`config.mk`:
```
export PLATFORM = sky130hd
export DESIGN_NAME = rd_return_bridge
export DESIGN_NICKNAME = d
export VERILOG_FILES = /design/src/rtl/rrb_pkg.sv /design/src/rtl/rrb_fifo.sv /design/src/rtl/rrb_beat_ctr.sv /design/src/rtl/rrb_ahb_fsm.sv /design/src/rtl/rd_return_bridge.sv
export SDC_FILE = /design/constraint.sdc
export NUM_CORES = 1
export LEC_CHECK = 0
export ABC_AREA = 1
export BUFFER_PORTS_ARGS = -buffer_cell sky130_fd_sc_hd__buf_2
export CORE_ASPECT_RATIO = 1.5
export CORE_MARGIN = 1
export CORE_UTILIZATION = 63
export DETAILED_ROUTE_END_ITERATION = 7
export GPL_TIMING_DRIVEN = 0
export PLACE_DENSITY_LB_ADDON = 0.12
export SYNTH_ARGS = -nofsm -noshare
export SYNTH_HDL_FRONTEND = slang
export SYNTH_SLANG_ARGS = --single-unit
```
`constraint.sdc`:
```
create_clock -name clk -period 7.3 [get_ports clk]
set_input_delay 1.46 -clock clk [delete_from_list [all_inputs] [get_ports clk]]
set_output_delay 1.46 -clock clk [all_outputs]
set_load 0.05 [all_outputs]
```
`src/rtl/rrb_pkg.sv`:
```
package rrb_pkg;
  typedef enum logic [1:0] {
    ST_IDLE,
    ST_WAIT,
    ST_ERR
  } phase_t;

  localparam logic [1:0] RESP_OKAY  = 2'b00;
  localparam logic [1:0] RESP_ERROR = 2'b01;
endpackage

```
`src/rtl/rrb_fifo.sv`:
```
module rrb_fifo #(
  parameter int W     = 33,
  parameter int DEPTH = 4
) (
  input  logic         clk,
  input  logic         rst,
  input  logic         push,
  input  logic [W-1:0] wdata,
  input  logic         pop,
  output logic [W-1:0] rdata,
  output logic         empty,
  output logic         full
);
  localparam int AW = (DEPTH > 1) ? $clog2(DEPTH) : 1;
  localparam int CW = $clog2(DEPTH + 1);

  logic [W-1:0]  mem [DEPTH];
  logic [AW-1:0] wr_ptr, rd_ptr;
  logic [CW-1:0] count;

  // storage without reset so it can map to RAM
  always_ff @(posedge clk) begin
    if (push) mem[wr_ptr] <= wdata;
  end

  always_ff @(posedge clk) begin
    if (rst) begin
      wr_ptr <= '0;
      rd_ptr <= '0;
      count  <= '0;
    end else begin
      if (push) wr_ptr <= (wr_ptr == AW'(DEPTH - 1)) ? '0 : wr_ptr + 1'b1;
      if (pop)  rd_ptr <= (rd_ptr == AW'(DEPTH - 1)) ? '0 : rd_ptr + 1'b1;
      case ({push, pop})
        2'b10:   count <= count + 1'b1;
        2'b01:   count <= count - 1'b1;
        default: count <= count;
      endcase
    end
  end

  assign rdata = mem[rd_ptr];
  assign empty = (count == '0);
  assign full  = (count == CW'(DEPTH));
endmodule

```
`src/rtl/rrb_beat_ctr.sv`:
```
module rrb_beat_ctr #(
  parameter int CNT_W = 5
) (
  input  logic             clk,
  input  logic             rst,
  input  logic             load,
  input  logic [CNT_W-1:0] load_val,
  input  logic             take,
  input  logic             take_last,
  output logic             mismatch
);
  logic [CNT_W-1:0] remaining;
  logic             final_due;

  assign final_due = (remaining == CNT_W'(1));
  // a zero count means no burst is open: every beat is out of place
  assign mismatch  = (remaining == '0) || (take_last != final_due);

  always_ff @(posedge clk) begin
    if (rst) begin
      remaining <= '0;
    end else if (load) begin
      remaining <= load_val;
    end else if (take) begin
      remaining <= mismatch ? '0 : remaining - 1'b1;
    end
  end
endmodule

```
`src/rtl/rrb_ahb_fsm.sv`:
```
module rrb_ahb_fsm #(
  parameter int DATA_W = 32
) (
  input  logic              clk,
  input  logic              rst,
  input  logic              beat_req,
  input  logic              have_beat,
  input  logic [DATA_W-1:0] beat_data,
  input  logic              bad_beat,
  output logic              pop,
  output logic [DATA_W-1:0] hrdata,
  output logic              hready,
  output logic [1:0]        hresp
);
  import rrb_pkg::*;

  phase_t state;

  assign pop = (state == ST_WAIT) && have_beat;

  always_ff @(posedge clk) begin
    if (rst) begin
      state  <= ST_IDLE;
      hready <= 1'b1;
      hresp  <= RESP_OKAY;
      hrdata <= '0;
    end else begin
      case (state)
        ST_IDLE: begin
          hready <= 1'b1;
          hresp  <= RESP_OKAY;
          if (beat_req) begin
            state  <= ST_WAIT;
            hready <= 1'b0;
          end
        end
        ST_WAIT: begin
          if (pop) begin
            if (bad_beat) begin
              state  <= ST_ERR;
              hresp  <= RESP_ERROR;
              hrdata <= '0;
            end else begin
              state  <= ST_IDLE;
              hready <= 1'b1;
              hresp  <= RESP_OKAY;
              hrdata <= beat_data;
            end
          end
        end
        ST_ERR: begin
          state  <= ST_IDLE;
          hready <= 1'b1;
        end
        default: state <= ST_IDLE;
      endcase
    end
  end
endmodule

```
`src/rtl/rd_return_bridge.sv`:
```
module rd_return_bridge #(
  parameter int DATA_W = 32,
  parameter int DEPTH  = 4,
  parameter int CNT_W  = 5
) (
  input  logic              clk,
  input  logic              rst,
  input  logic              cmd_load,
  input  logic [CNT_W-1:0]  cmd_beats,
  input  logic              beat_req,
  input  logic [DATA_W-1:0] rx_data,
  input  logic              rx_valid,
  input  logic              rx_last,
  output logic              rx_ready,
  output logic [DATA_W-1:0] hrdata,
  output logic              hready,
  output logic [1:0]        hresp
);
  localparam int EW = DATA_W + 1;

  logic          buf_full, buf_empty, push_en, pop_en, bad_beat;
  logic [EW-1:0] head;

  assign rx_ready = !buf_full;
  assign push_en  = rx_valid && rx_ready;

  rrb_fifo #(.W(EW), .DEPTH(DEPTH)) u_fifo (
    .clk   (clk),
    .rst   (rst),
    .push  (push_en),
    .wdata ({rx_last, rx_data}),
    .pop   (pop_en),
    .rdata (head),
    .empty (buf_empty),
    .full  (buf_full)
  );

  rrb_beat_ctr #(.CNT_W(CNT_W)) u_ctr (
    .clk       (clk),
    .rst       (rst),
    .load      (cmd_load),
    .load_val  (cmd_beats),
    .take      (pop_en),
    .take_last (head[DATA_W]),
    .mismatch  (bad_beat)
  );

  rrb_ahb_fsm #(.DATA_W(DATA_W)) u_fsm (
    .clk       (clk),
    .rst       (rst),
    .beat_req  (beat_req),
    .have_beat (!buf_empty),
    .beat_data (head[DATA_W-1:0]),
    .bad_beat  (bad_beat),
    .pop       (pop_en),
    .hrdata    (hrdata),
    .hready    (hready),
    .hresp     (hresp)
  );
endmodule

```
Yosys cells after proc, flatten, opt, wreduce, memory -nomap -nowiden
Memories as Yosys holds them, arrays and structs flattened. A register that Yosys moved wholly into a read port is not among the register bits.
Cells that the tools add are included.

storage, ports and cells
  register bits = 49
  output and inout bits = 36
  bits in writable memories = 132
  logic and storage cells = 64
  input port bits = 43
  memories = 1

cells by class
  reductions and logical operators = 16
  multiplexer cells = 22
  equality and inequality tests = 12
  add/subtract/negate cells = 5

memories
  name        depth  width  read ports  clocked after memory_dff  write ports  line            source
  u_fifo.mem  4      33     1           1                         1            rrb_fifo.sv:17  logic [W-1:0] mem [DEPTH];

operator list
  kind                   count
  $mux W32               1
  $mux W2                8
  $mux W5                3
  $eq A2 B2 Y1 const B   4
  $pmux W2 S2            2
  $mux W1                6
  $ne A2 B2 Y1 const B   3
  $pmux W3 S2            1
  $reduce_and A2 Y1      3
  $reduce_bool A2 Y1     3
  $eq A5 B1 Y1 const B   1
  $logic_not A5 Y1       1
  $sub A5 B1 Y5 const B  1
  $add A2 B1 Y2 const B  2
  $eq A2 B1 Y1 const B   2
  $add A3 B1 Y3 const B  1
  $eq A3 B3 Y1 const B   1
  $logic_not A3 Y1       1
  $pmux W1 S3            1
  $reduce_and A3 Y1      1
  $reduce_bool A3 Y1     1
  $sub A3 B1 Y3 const B  1
  $logic_and A1 B1 Y1    2
  $logic_not A1 Y1       2
  other kinds (3)        3

Depth between registers and ports, before layout
  depth in word-level cells = 6
  mapped depth = 11
  gate-level depth less buffers = 11

Hierarchy
From an unflattened synthesis, not the netlist that was laid out.

unflattened totals
  cell total of the unflattened synthesis = 616
  area, all modules = 7,468.4 µm²

modules (own cells, without submodules)
  module            cells an instance  area each (µm²)  instances
  rrb_fifo          379                5,381.4          1
  rrb_ahb_fsm       181                1,711.6          1
  rrb_beat_ctr      52                 357.8            1
  rd_return_bridge  4                  17.5             1

Least setup slack after synthesis
Ideal clock, no wire load.

  path type = input-to-reg
  start = input rx_valid
  end = memory u_fifo.mem[0][0] (enable)
  arrival time = 3.069 ns
  slack = 3.807 ns
  library setup time = 0.423 ns
  path buffers = 0
  cell stages on the path = 2
  path through = nand2_1 > nor2_1

on the way
  longest elaborated chain between the ends = 3

ends and longest elaborated chain
  item                           line                    source
  start, declared                rd_return_bridge.sv:12  input logic rx_valid,
  $logic_and A1 B1 Y1            rd_return_bridge.sv:25  assign push_en = rx_valid && rx_ready;
  $mux W1                        rrb_fifo.sv:23          if (push) mem[wr_ptr] <= wdata;
  $mux W1 (implied by the code)  rrb_fifo.sv:23
  end, declared                  rrb_fifo.sv:17

No other way between the ends.

Worst setup path after layout
  start = input rx_valid
  end = register u_fifo.count[2]

on the way
  longest elaborated chain between the ends = 3
  elaborated cells between the ends (all ways) = 5

ends and longest elaborated chain
  item                                                      line                    source
  $logic_and A1 B1 Y1 (*)                                   rd_return_bridge.sv:25
  $eq A2 B1 Y1 / $eq A2 B2 Y1 (equally long branches)       rrb_fifo.sv:34          case ({push, pop})
  $pmux W3 S2 / $reduce_bool A2 Y1 (equally long branches)  n/a
  end signal, assigned                                      rrb_fifo.sv:35          2'b10: count <= count + 1'b1;
  end signal, assigned                                      rrb_fifo.sv:36          2'b01: count <= count - 1'b1;
  end signal, assigned                                      rrb_fifo.sv:37          default: count <= count;
  end, declared                                             rrb_fifo.sv:19          logic [CW-1:0] count;

Mark *: on every way between the ends. The rest lies on a longest branch, timed or not.
A chain may end at the register's enable or synchronous reset.

==> metrics.yaml <==
sta:
  setup_tns_ns: 0
  skew_ns: 0.00742
  period_needed_ns: 2.87
  grt_setup_unrepaired: "no"
  tightest_slew_ns: 0.738
  slew_viol_final: 0
  fin_crit_sh_pct: 39.3
  maxSlewHeadroom_pct: 50.8
  finalWorstSetupSlack_ns: 4.43
  fmax_ghz: 0.349
  finalSetupViolCount: 0
  hold_viol: 0
floorplanning:
  die-area_mm2: 0.0122
  die-width_um: 90.5
  start_util_pct: 64.6
  ioPinCount: 79
  core_area_mm2: 0.0115
  die_y_um: 135
  rows: 48
clocking:
  cts_tree: "yes"
  clk_pin_slew_ns: 0.07
  post_cts_resized: 0
  cts-root-buf: "clkbuf_16"
  holdBufCountCts: 0
  cts_buffers: 17
  h-tree-depth: 4
  clockBufferDepth: 2
  cts_sinks: 182
  post_cts_buffers: 0
  clock_latency_ns: 0.43
setup_path:
  reg2reg_depth: 10
  worst_ep_required_time_ns: 7.61
  slowest_delay_ns: 0.42
  r2r_end: "u_fifo.count[2]$_SDFFE_PP0P_"
  cp-end-kind: "flop"
  critPathKind: "input port to flop"
  cp_slowest_cell: "nand2_1"
  critPathMaxFanout: 9
  cpLargestDelayFamily: "adder cells"
  regToRegStartpoint: "u_fifo.count[0]$_SDFFE_PP0P_"
  path_buf_inv: 2
  start_kind: "input port"
  reg2reg_slack_ns: 5.01
  crit_arrival_ns: 3.18
  crit_chain: "buf_2, nand2_1, ha_1, inv_1, fa_1, a21oi_1, o21ai_0, o21ai_0, a21oi_1"
route:
  wl_per_cell_um: 16.5
  drtIter0Drc: 382
  routed_wl_mm: 16.0
  ant_nets: 0
  viasPerCell: 5.46
  drt_first_pass_iters: 5
  drc: 0
  routed-via-count: 5291
logic_synthesis:
  synth_cell_types: 28
  synth.area.top_cells: "edfxtp_1, dfxtp_1, nand2_1"
  synthesis.area_mm2: 0.00740
  syn_inst: 706
  syn_avg_cell_area_um2: 10.5
  synth.top_cell.area_share_pct: 53.5
  synth-seq-cells: 182
  ys_warn_count: 0
  synth_top_area_cell: "edfxtp_1"
  syn_nets: 762
  yosysSeqAreaShare_pct: 67.0
finish:
  layoutNonFillerInstCount: 969
  fin_nets: 862
  layout-drive-gt1-share_pct: 21.0
  antenna_cells: 0
  nFillCells: 791
  area_growth_pct: 17.4
placement:
  dpl.cell_count: 937
  post-place-ws_ns: 4.01
  gp_congestion: 0.780
  hpwlAfterDp_mm: 10.6
  portBuffers: 77
worst_hold_path:
  hp-class: "flop to flop"
  min_to: "u_fsm.hrdata[13]$_SDFFE_PP0P_"
  hold_depth: 2
  worstHoldStart: "u_fsm.hrdata[13]$_SDFFE_PP0P_"
global_route:
  grt.total_usage_pct: 27.6
  grt_pass1_vias: 5342
  grt_max_degree: 21
  grt_overflow: 0
  grt_pass1_wl_mm: 25.4
  antenna_found_initial: 0
run:
  max_cap_violations: 0
run_status:
  status: "finished, final reports clean"
power_and_ir_drop:
  p_leak_nw: 3.50
  peakVddDrop_mv: 0.193
  p_per_area_mw_per_mm2: 343
  power.total_w: 0.00298
cell type report:
| type | count | area, µm² | share of cell area (%) |
|---|---|---|---|
| buffer | 37 | 195 | 2.24 |
| clock buffer | 18 | 439 | 5.05 |
| clock inverter | 14 | 139 | 1.60 |
| inverter | 37 | 141 | 1.63 |
| multi-input combinational | 450 | 2130 | 24.5 |
| sequential | 182 | 4960 | 57.1 |
| tap | 150 | 188 | 2.16 |
| timing repair buffer | 81 | 495 | 5.70 |
metrics by stage:
stage / hold WS [ns] / utilization (%) / cell area, µm²
detailed placement: 0.457 / 70.8 / 8120
finish: 0.467 / 75.8 / 8700
floorplan: 0.463 / - / 7400
CTS: 0.468 / 75.8 / 8700
global placement: 0.440 / 69.5 / 7980
global route: 0.490 / 75.8 / 8700
cell usage in the layout (no fill, tap or decap), drive strengths merged:
cell / synthesis / routed
nand2: 246 / 246
inv: 37 / 43
a21oi: 46 / 46
nor3: 1 / 1
clkbuf: 11 / 29
a211oi: 1 / 1
nand3: 80 / 80
o211a: 1 / 1
clkinv: 0 / 7
fa: 1 / 1
o21ai: 13 / 13
dfxtp: 50 / 50
conb: 1 / 1
ha: 12 / 12
bufinv: 0 / 1
edfxtp: 132 / 132
o221ai: 1 / 1
buf: 26 / 107
nor2: 44 / 44
xor2: 3 / 3
tightest hold or removal path, cell delays in order (launching register included):
cell	delay [ns]
dfxtp_1	0.31
nand2_1	0.06
a21oi_1	0.06
layer usage:
layer  global-route usage (%)  part of all wire [%]  vias to the layer above
li1                         -                     -                     2557
met1                     31.4                    39                     2534
met2                     49.5                    54                      177
met3                     6.19                   5.2                       23
met4                     12.0                   1.6                        0
met5                        0                     0                        -
registers in the layout (all words and copies together), names as in the netlist, named ones only:
register	count
u_fifo.wr_ptr	2
u_fsm.hrdata	32
u_fifo.mem	132
u_fsm.hresp	1
u_ctr.remaining	5
u_fsm.state	2
u_fsm.hready	1
u_fifo.count	3
u_fifo.rd_ptr	2
kinds of logic (layout without fill, tap and decap cells):
kind of cell             Yosys count  in the layout  share of synthesized area (%)
AO/OA/AOI/OAI                     62             62                           4.85
XOR/XNOR                           3              3                          0.355
adder cells (fa/ha/maj)           13             13                           2.30
buffers and inverters             74            187                           4.55
flip-flops                       182            182                           67.0
other                              1              1                         0.0506
AND/OR/NAND/NOR                  371            371                           20.9
worst max path at each step:
stage | startpoint | slack (ns) | to | cells after the start
CTS | rx_valid | 4.45 | u_fifo.count[2]$_SDFFE_PP0P_ | 9
finish | rx_valid | 4.43 | u_fifo.count[2]$_SDFFE_PP0P_ | 9
global placement | rx_valid | 2.62 | u_fifo.mem[3][22]$_DFFE_PP_ | 3
floorplan | rx_valid | 3.81 | u_fifo.mem[0][0]$_DFFE_PP_ | 2
global route | rx_valid | 4.29 | u_fifo.count[2]$_SDFFE_PP0P_ | 9
detailed placement | rx_valid | 4.01 | u_fifo.count[2]$_SDFFE_PP0P_ | 9
synthesized netlist by cell type, drive strengths merged:
cell	n
dfxtp	50
o211a	1
o21ai	13
fa	1
clkbuf	11
ha	12
a211oi	1
edfxtp	132
inv	37
nor2	44
o221ai	1
nand3	80
nand2	246
xor2	3
a21oi	46
nor3	1
buf	26
conb	1
power by group:
group          switching [W]  internal, W
clock network       0.000395     0.000488
logic               0.000594     0.000250
registers          0.0000396      0.00121
No activity file was read; power rests on OpenSTA's default activity.
